==> config.mk <==
export PLATFORM = sky130hd
export DESIGN_NAME = gpio_bank
export DESIGN_NICKNAME = d
export VERILOG_FILES = /design/src/rtl/gpb_pkg.sv /design/src/rtl/gpb_rst_sync.sv /design/src/rtl/gpb_edge_sync.sv /design/src/rtl/gpb_regs.sv /design/src/rtl/gpb_irq.sv /design/src/rtl/gpio_bank.sv
export SDC_FILE = /design/constraint.sdc
export NUM_CORES = 1
export LEC_CHECK = 0
export BUFFER_PORTS_ARGS = -buffer_cell sky130_fd_sc_hd__clkbuf_2
export CORE_UTILIZATION = 40
export CTS_BUF_LIST = sky130_fd_sc_hd__clkbuf_2 sky130_fd_sc_hd__clkbuf_4 sky130_fd_sc_hd__clkbuf_8
export CTS_CLUSTER_SIZE = 16
export DETAILED_ROUTE_END_ITERATION = 16
export SLEW_MARGIN = 10
export SYNTH_ARGS = -nofsm -noshare
export SYNTH_HDL_FRONTEND = slang
export SYNTH_SLANG_ARGS = --single-unit
==> constraint.sdc <==
create_clock -name clk_i -period 16.8 [get_ports clk_i]
set_clock_uncertainty 0.15 [all_clocks]
set_input_delay 1.68 -clock clk_i [delete_from_list [all_inputs] [get_ports clk_i]]
set_output_delay 1.68 -clock clk_i [all_outputs]
set_load 0.005 [all_outputs]
==> src/rtl/gpb_pkg.sv <==
package gpb_pkg;
  localparam int unsigned PORT_W   = 8;
  localparam int unsigned NPORT    = 4;
  localparam int unsigned NLINE    = PORT_W * NPORT;
  localparam int unsigned CFG_W    = 2;
  localparam int unsigned CFG_BITS = CFG_W * NLINE;
  localparam int unsigned CFG_BYTES = CFG_BITS / PORT_W;

  typedef enum logic [2:0] {
    W_LEVEL = 3'd0,
    W_DIR   = 3'd1,
    W_STAT  = 3'd2,
    W_TRIG0 = 3'd3,
    W_TRIG1 = 3'd4
  } word_e;

  typedef enum logic [1:0] {
    TRIG_OFF  = 2'b00,
    TRIG_FALL = 2'b01,
    TRIG_RISE = 2'b10,
    TRIG_BOTH = 2'b11
  } trig_e;

  // Swap between line order (port A low) and bus lane order (port A high).
  function automatic logic [NLINE-1:0] lane_swap(input logic [NLINE-1:0] v);
    logic [NLINE-1:0] r;
    for (int p = 0; p < NPORT; p++) begin
      r[(NPORT-1-p)*PORT_W +: PORT_W] = v[p*PORT_W +: PORT_W];
    end
    return r;
  endfunction
endpackage

==> src/rtl/gpb_rst_sync.sv <==
module gpb_rst_sync (
  input  logic clk_i,
  input  logic rst_ni,
  output logic rst_no
);
  logic [1:0] stage_q;

  always_ff @(posedge clk_i or negedge rst_ni) begin
    if (!rst_ni) stage_q <= 2'b00;
    else         stage_q <= {stage_q[0], 1'b1};
  end

  assign rst_no = stage_q[1];
endmodule

==> src/rtl/gpb_edge_sync.sv <==
module gpb_edge_sync #(
  parameter int unsigned W = 32
) (
  input  logic           clk_i,
  input  logic           rst_ni,
  input  logic [W-1:0]   pin_i,
  input  logic [2*W-1:0] cfg_i,
  output logic [W-1:0]   lvl_o,
  output logic [W-1:0]   hit_o
);
  localparam int unsigned ARM_D = 3;

  logic [W-1:0]     meta_q, sync_q, prev_q;
  logic [ARM_D-1:0] arm_q;

  always_ff @(posedge clk_i or negedge rst_ni) begin
    if (!rst_ni) begin
      meta_q <= '0;
      sync_q <= '0;
      prev_q <= '0;
      arm_q  <= '0;
    end else begin
      meta_q <= pin_i;
      sync_q <= meta_q;
      prev_q <= sync_q;
      arm_q  <= {arm_q[ARM_D-2:0], 1'b1};
    end
  end

  assign lvl_o = sync_q;

  for (genvar i = 0; i < W; i++) begin : g_line
    logic rise, fall;
    assign rise     = sync_q[i] & ~prev_q[i];
    assign fall     = ~sync_q[i] & prev_q[i];
    assign hit_o[i] = arm_q[ARM_D-1] &
                      ((cfg_i[2*i+1] & rise) | (cfg_i[2*i] & fall));
  end

  // a detected edge always follows a synchronised change of level
  a_r11_hit_follows_change: assert property (@(posedge clk_i) disable iff (!rst_ni)
    (hit_o != '0) |-> ($past(meta_q) == sync_q) && ((hit_o & ~(sync_q ^ prev_q)) == '0));
endmodule

==> src/rtl/gpb_regs.sv <==
module gpb_regs #(
  parameter int unsigned PORT_W = 8,
  parameter int unsigned NPORT  = 4
) (
  input  logic                      clk_i,
  input  logic                      rst_ni,
  input  logic [NPORT-1:0]          lvl_we_i,
  input  logic [NPORT-1:0]          dir_we_i,
  input  logic [2*NPORT-1:0]        cfg_we_i,
  input  logic [PORT_W*NPORT-1:0]   wline_i,
  input  logic [2*PORT_W*NPORT-1:0] wcfg_i,
  output logic [PORT_W*NPORT-1:0]   lvl_q,
  output logic [PORT_W*NPORT-1:0]   dir_q,
  output logic [2*PORT_W*NPORT-1:0] cfg_q
);
  localparam int unsigned LW = PORT_W * NPORT;
  localparam int unsigned CW = 2 * LW;

  logic [LW-1:0] lvl_d, dir_d;
  logic [CW-1:0] cfg_d;
  logic          upd;

  always_comb begin
    lvl_d = lvl_q;
    dir_d = dir_q;
    cfg_d = cfg_q;
    for (int p = 0; p < NPORT; p++) begin
      if (lvl_we_i[p]) lvl_d[p*PORT_W +: PORT_W] = wline_i[p*PORT_W +: PORT_W];
      if (dir_we_i[p]) dir_d[p*PORT_W +: PORT_W] = wline_i[p*PORT_W +: PORT_W];
    end
    for (int k = 0; k < 2*NPORT; k++) begin
      if (cfg_we_i[k]) cfg_d[k*PORT_W +: PORT_W] = wcfg_i[k*PORT_W +: PORT_W];
    end
  end

  assign upd = (|lvl_we_i) | (|dir_we_i) | (|cfg_we_i);

  always_ff @(posedge clk_i or negedge rst_ni) begin
    if (!rst_ni) begin
      lvl_q <= '0;
      dir_q <= '0;
      cfg_q <= '0;
    end else if (upd) begin
      lvl_q <= lvl_d;
      dir_q <= dir_d;
      cfg_q <= cfg_d;
    end
  end
endmodule

==> src/rtl/gpb_irq.sv <==
module gpb_irq #(
  parameter int unsigned W = 32
) (
  input  logic         clk_i,
  input  logic         rst_ni,
  input  logic [W-1:0] hit_i,
  input  logic [W-1:0] clr_i,
  input  logic [W-1:0] en_i,
  output logic [W-1:0] stat_q,
  output logic         irq_o
);
  logic [W-1:0] stat_d;
  logic         upd;

  always_comb begin
    stat_d = (stat_q & ~clr_i) | hit_i;
    upd    = (|hit_i) | (|clr_i);
  end

  always_ff @(posedge clk_i or negedge rst_ni) begin
    if (!rst_ni)  stat_q <= '0;
    else if (upd) stat_q <= stat_d;
  end

  assign irq_o = |(stat_q & en_i);

  // an edge sets its bit even when a clear hits it in the same cycle
  a_r8_set_wins: assert property (@(posedge clk_i) disable iff (!rst_ni)
    (hit_i != '0) |=> ((stat_q & $past(hit_i)) == $past(hit_i)));

  // a cleared bit with no edge is zero afterwards
  a_r7_clear_takes: assert property (@(posedge clk_i) disable iff (!rst_ni)
    ((clr_i & ~hit_i) != '0) |=> ((stat_q & $past(clr_i & ~hit_i)) == '0));
endmodule

==> src/rtl/gpio_bank.sv <==
module gpio_bank #(
  parameter int unsigned WORD_AW = 3
) (
  input  logic                      clk_i,
  input  logic                      rst_ni,
  input  logic                      bus_sel_i,
  input  logic                      bus_we_i,
  input  logic [WORD_AW-1:0]        bus_word_i,
  input  logic [gpb_pkg::NPORT-1:0] bus_be_i,
  input  logic [gpb_pkg::NLINE-1:0] bus_wdata_i,
  output logic [gpb_pkg::NLINE-1:0] bus_rdata_o,
  input  logic [gpb_pkg::NLINE-1:0] pin_in_i,
  output logic [gpb_pkg::NLINE-1:0] pin_out_o,
  output logic [gpb_pkg::NLINE-1:0] pin_oe_o,
  output logic                      irq_o
);
  import gpb_pkg::*;

  localparam int unsigned HALF_W = CFG_W * PORT_W;
  localparam int unsigned PPW    = NLINE / HALF_W;  // ports per trigger word

  logic              rst_n;
  logic              wr;
  word_e             widx;
  logic [NLINE-1:0]  wline, lvl, dir, stat, sync_lvl, hit, clr, en_lines;
  logic [NPORT-1:0]  be_line, lvl_we, dir_we;
  logic [CFG_BYTES-1:0] cfg_we;
  logic [CFG_BITS-1:0]  wcfg, cfg;
  logic [NLINE-1:0]  rsel;

  gpb_rst_sync u_rst (.clk_i(clk_i), .rst_ni(rst_ni), .rst_no(rst_n));

  assign wr    = bus_sel_i & bus_we_i;
  assign widx  = word_e'(bus_word_i);
  assign wline = lane_swap(bus_wdata_i);

  for (genvar p = 0; p < NPORT; p++) begin : g_port
    assign be_line[p] = bus_be_i[NPORT-1-p];
    assign lvl_we[p]  = wr & (widx == W_LEVEL) & be_line[p];
    assign dir_we[p]  = wr & (widx == W_DIR)   & be_line[p];
    assign clr[p*PORT_W +: PORT_W] =
      (wr && widx == W_STAT && be_line[p]) ? wline[p*PORT_W +: PORT_W] : '0;
  end

  // Trigger bytes in line order: byte k belongs to port k/2, half k%2.
  // Even ports take the upper halfword of their word, odd ports the lower.
  for (genvar k = 0; k < CFG_BYTES; k++) begin : g_cfg_byte
    localparam int unsigned PORT = k / 2;
    localparam int unsigned WOFS = PORT / PPW;
    localparam int unsigned LANE = ((PORT % PPW) == 0 ? 2 : 0) + (k % 2);
    assign cfg_we[k] = wr & (bus_word_i == WORD_AW'(W_TRIG0) + WORD_AW'(WOFS))
                          & bus_be_i[LANE];
    assign wcfg[k*PORT_W +: PORT_W] = bus_wdata_i[LANE*PORT_W +: PORT_W];
  end

  for (genvar i = 0; i < NLINE; i++) begin : g_en
    assign en_lines[i] = |cfg[CFG_W*i +: CFG_W];
  end

  gpb_regs #(.PORT_W(PORT_W), .NPORT(NPORT)) u_regs (
    .clk_i(clk_i), .rst_ni(rst_n),
    .lvl_we_i(lvl_we), .dir_we_i(dir_we), .cfg_we_i(cfg_we),
    .wline_i(wline), .wcfg_i(wcfg),
    .lvl_q(lvl), .dir_q(dir), .cfg_q(cfg)
  );

  gpb_edge_sync #(.W(NLINE)) u_edge (
    .clk_i(clk_i), .rst_ni(rst_n),
    .pin_i(pin_in_i), .cfg_i(cfg),
    .lvl_o(sync_lvl), .hit_o(hit)
  );

  gpb_irq #(.W(NLINE)) u_irq (
    .clk_i(clk_i), .rst_ni(rst_n),
    .hit_i(hit), .clr_i(clr), .en_i(en_lines),
    .stat_q(stat), .irq_o(irq_o)
  );

  always_comb begin
    unique case (widx)
      W_LEVEL: rsel = lane_swap((lvl & dir) | (sync_lvl & ~dir));
      W_DIR:   rsel = lane_swap(dir);
      W_STAT:  rsel = lane_swap(stat);
      W_TRIG0: rsel = {cfg[0*HALF_W +: HALF_W], cfg[1*HALF_W +: HALF_W]};
      W_TRIG1: rsel = {cfg[2*HALF_W +: HALF_W], cfg[3*HALF_W +: HALF_W]};
      default: rsel = '0;
    endcase
  end

  assign bus_rdata_o = bus_sel_i ? rsel : '0;
  assign pin_out_o   = lvl;
  assign pin_oe_o    = dir;

  // a status bit only newly sets on a line whose trigger was armed
  a_r6_set_needs_enable: assert property (@(posedge clk_i) disable iff (!rst_n)
    1'b1 |=> ((stat & ~$past(stat) & ~$past(en_lines)) == '0));

  // a write with no strobe leaves every register unchanged
  a_r3_empty_strobe: assert property (@(posedge clk_i) disable iff (!rst_n)
    (wr && bus_be_i == '0) |=> ($stable(lvl) && $stable(dir) && $stable(cfg)));

  // writes to unused word indices change nothing
  a_r2_unused_words: assert property (@(posedge clk_i) disable iff (!rst_n)
    (wr && bus_word_i > WORD_AW'(W_TRIG1)) |=> ($stable(lvl) && $stable(dir) && $stable(cfg)));

  // with every trigger field off, no interrupt is requested
  a_r9_quiet_when_off: assert property (@(posedge clk_i) disable iff (!rst_n)
    (en_lines == '0) |-> !irq_o);
endmodule

==> summary.md <==
| Metric | Value |
|---|---|
| Outcome | complete, no violations |
| Share of flip-flops with an asynchronous set or reset after synthesis | 100% |
| Number of max-slew violations in the final report | 0 |
| Count of flip-flops with a built-in enable after synthesis | 0 |
| Sequential cell area | 0.00654 sq mm |
| Global-route wire length before repair | 48200 um |
| Hold crit path type | reg2reg |
| Post-synthesis cell type count | 33 |
| Leftover overflow at the end of global routing | 0 |
| Clock sinks | 261 |
| Maximum fanout count along the critical path | 38 |
| FP Rows | 60 |
| Area Growth Syn to Fin | 20.1% |
| Effective utilization at floorplan | 40.8% |
| HPWL Detailed | 21200 um |
| Worst vdd ir | 0.0585 mV |
| Highest Signal Layer | met4 |
| Cells on Worst Hold Path | 0 |
| Count of nets after finishing | 1125 |
| Setup bufs post-CTS | 0 |
| Minimum setup slack among reg-to-reg paths | 13.93 ns |
| Arr. time, crit path | 3.62 ns |
| Number of antenna violations at the first check in global routing | 0 |
| Gp weighted congestion | 0.762 |
| Setup Viol. Count Final | 0 |
| Post-Synthesis Cells | 855 |
| Commonest cells after routing, fill and taps aside | dfrtp_1, clkbuf_2, mux2_2 |
| Top FF cell, synth | dfrtp_1 |
| Routed len/inst | 22.0 um |
| Share of the yosys chip area belonging to registers | 59.4% |
| Post-layout min period | 5.45 ns |
| Clock slew at reported path FFs | 0.05 ns |
| Count of antenna diodes in the layout | 0 |
| Post-detailed-route DRC marker count | 0 |
| Final-layout setup total negative slack | 0 ns |
| Post-Route WL | 31300 um |
| Setup repair after global routing missed its margin | no |
| Worst-Skew Late Latency | 0.54 ns |
| Post-cts sizing count | 0 |
| Commonest non-fill, non-tap cell in the layout | dfrtp_1 |
| Capturing element type of the critical path | output pin |
| Global-route usage over all layers | 22.6% |
| Metal-1 WL | 14900 um |
| # port buffers | 171 |
| Cell count after placement | 1344 |
| Remaining number of nets flagged by the antenna check after routing | 0 |
| Maximum number of pins on one net before global-route repair | 80 |
| Worst endpoint required time | 14.97 ns |
| Count of hold buffers inserted by post-cts repair | 0 |
| Final cell count without fillers | 1424 |
| Tcrit/Tclk final | 32.4% |
| Remaining max-slew budget at the tightest pin | 31.3% |
| CTS tree | built |
| Tot Pwr | 1.70 mW |
| Lkg Pwr | 6.17 nW |
| Worst-margin pin slew | 1.03 ns |
| Drt pass-1 iters | 5 |
| Startpoint type of the worst setup path | input port |
| DR WL met3 | 1420 um |
| Drt first-iter violations | 577 |
| Max frequency | 184 MHz |
| Synthesized area per cell | 12.9 sq um |
| Root buffer cell | clkbuf_8 |
| Number of clock buffers inserted by TritonCTS | 45 |
| Final hold viol count | 0 |
| H-tree levels | 2 |
| Sink of the worst hold path | u_edge.lvl_o[15]$_DFF_PN0_ |
| R2r startpoint | u_rst.stage_q[1]$_DFF_PN0_ |
| Clock buffer depth | 3 |
| Via count of the routed design | 7809 |
| Beginning of the worst hold path | u_edge.meta_q[15]$_DFF_PN0_ |
| Share of post-route cells with drive strength above 1 | 36.8% |
| Die Span Y | 168 um |
| End of the worst register-to-register path | u_edge.lvl_o[8]$_DFF_PN0_ |
| Cell depth of the worst flop-to-flop path | 2 |
| Power Dens Cells | 129 mW/mm^2 |
| Number of filler cells placed in the layout | 2495 |
| Flip-flop and latch count after synthesis | 261 |
| Total area of multi-input combinational cells | 0.00434 sq mm |
| Via count of the first global-routing pass | 7934 |
| Synth Warn # | 0 |
| Ports | 172 |
| Class of the most critical setup path | in2out |
| Area of the mapped netlist | 0.0110 sq mm |
| Maxcap violations | 0 |
| Total Die Area | 0.0282 sq mm |
| Met2 Wirelength | 14500 um |
| Average via count per standard cell | 5.48 |
| Floorplan die width | 168 um |
| Area of the core region | 0.0270 sq mm |
report_power, final:
group / internal [mW] / switching (mW) / leakage (nW)
combinational: 0.138 / 0.116 / 2.52
clock: 0.363 / 0.253 / 0.516
sequential: 0.729 / 0.105 / 3.13
total: 1.23 / 0.474 / 6.17
state kept, by name, indices dropped and copies added (netlist names):
signal / count
u_regs.cfg_q: 64
u_edge.lvl_o: 32
u_edge.meta_q: 32
u_edge.prev_q: 32
u_irq.stat_q: 32
u_regs.dir_q: 32
u_regs.lvl_q: 32
u_edge.arm_q: 3
u_rst.stage_q: 2
how the worst max path moves through the flow:
stage,from,end,depth (start not counted)
global placement,bus_word_i[1],bus_rdata_o[17],6
detailed placement,bus_word_i[1],bus_rdata_o[17],6
global route,bus_word_i[1],bus_rdata_o[17],6
finish,bus_word_i[0],bus_rdata_o[17],7
floorplan,u_rst.stage_q[1]$_DFF_PN0_,u_edge.arm_q[0]$_DFF_PN0_,0
CTS,bus_word_i[1],bus_rdata_o[17],6
routing by layer:
metal / up-vias / global-route usage, %
met5: - / 0
li1: 3541 / -
met2: 205 / 35.4
met4: 0 / 5.86
met3: 43 / 3.62
met1: 4020 / 32.8
Yosys cell counts, types with 21 or more instances:
cell type,instances,area share [%]
mux2i_1,32,2.9
a21oi_1,34,1.5
a22o_1,32,2.5
dfrtp_1,261,59
a31oi_1,30,1.7
nand2_1,74,2.5
mux2_2,87,8.9
clkbuf_1,21,0.72
o211ai_1,31,2.1
mux2_4,32,4.4
nand3b_1,77,5.3
nor2_1,34,1.2
o21ai_0,51,2.3
worst max-delay path, stage by stage:
cell and delay [ns]:
buf_4 0.44, buf_4 0.60, mux2i_1 0.15, nor2_1 0.11, a21oi_1 0.05, a31oi_1 0.35, clkbuf_2 0.18
logic make-up after synthesis:
kind of cell           after synthesis  share of synthesized area (%)
buffers and inverters               36                           1.35
flip-flops                         261                           59.4
AND/OR/NAND/NOR                    217                           11.8
multiplexers                       160                           17.1
other                                1                         0.0341
AO/OA/AOI/OAI                      180                           10.4
metrics by stage:
step | utilization [%] | area (sq um) | setup WS, ns | hold WS [ns]
finish | 49.0 | 13200 | 11.35 | 0.195
global route | 49.0 | 13200 | 11.20 | 0.204
CTS | 49.0 | 13200 | 11.35 | 0.196
detailed placement | 45.4 | 12200 | 11.35 | 0.185
global placement | 45.4 | 12200 | 11.37 | 0.182
floorplan | - | 11000 | 8.84 | 0.181
cell type report:
class	instances	area share (%)
Clock buffer	77	7.07
Clock inverter	3	0.341
Inverter	4	0.114
Multi-Input combinational cell	559	32.9
Sequential cell	261	49.4
Tap cell	341	3.23
Timing Repair Buffer	179	6.95
Note: power is estimated with default switching activity, not from simulation.
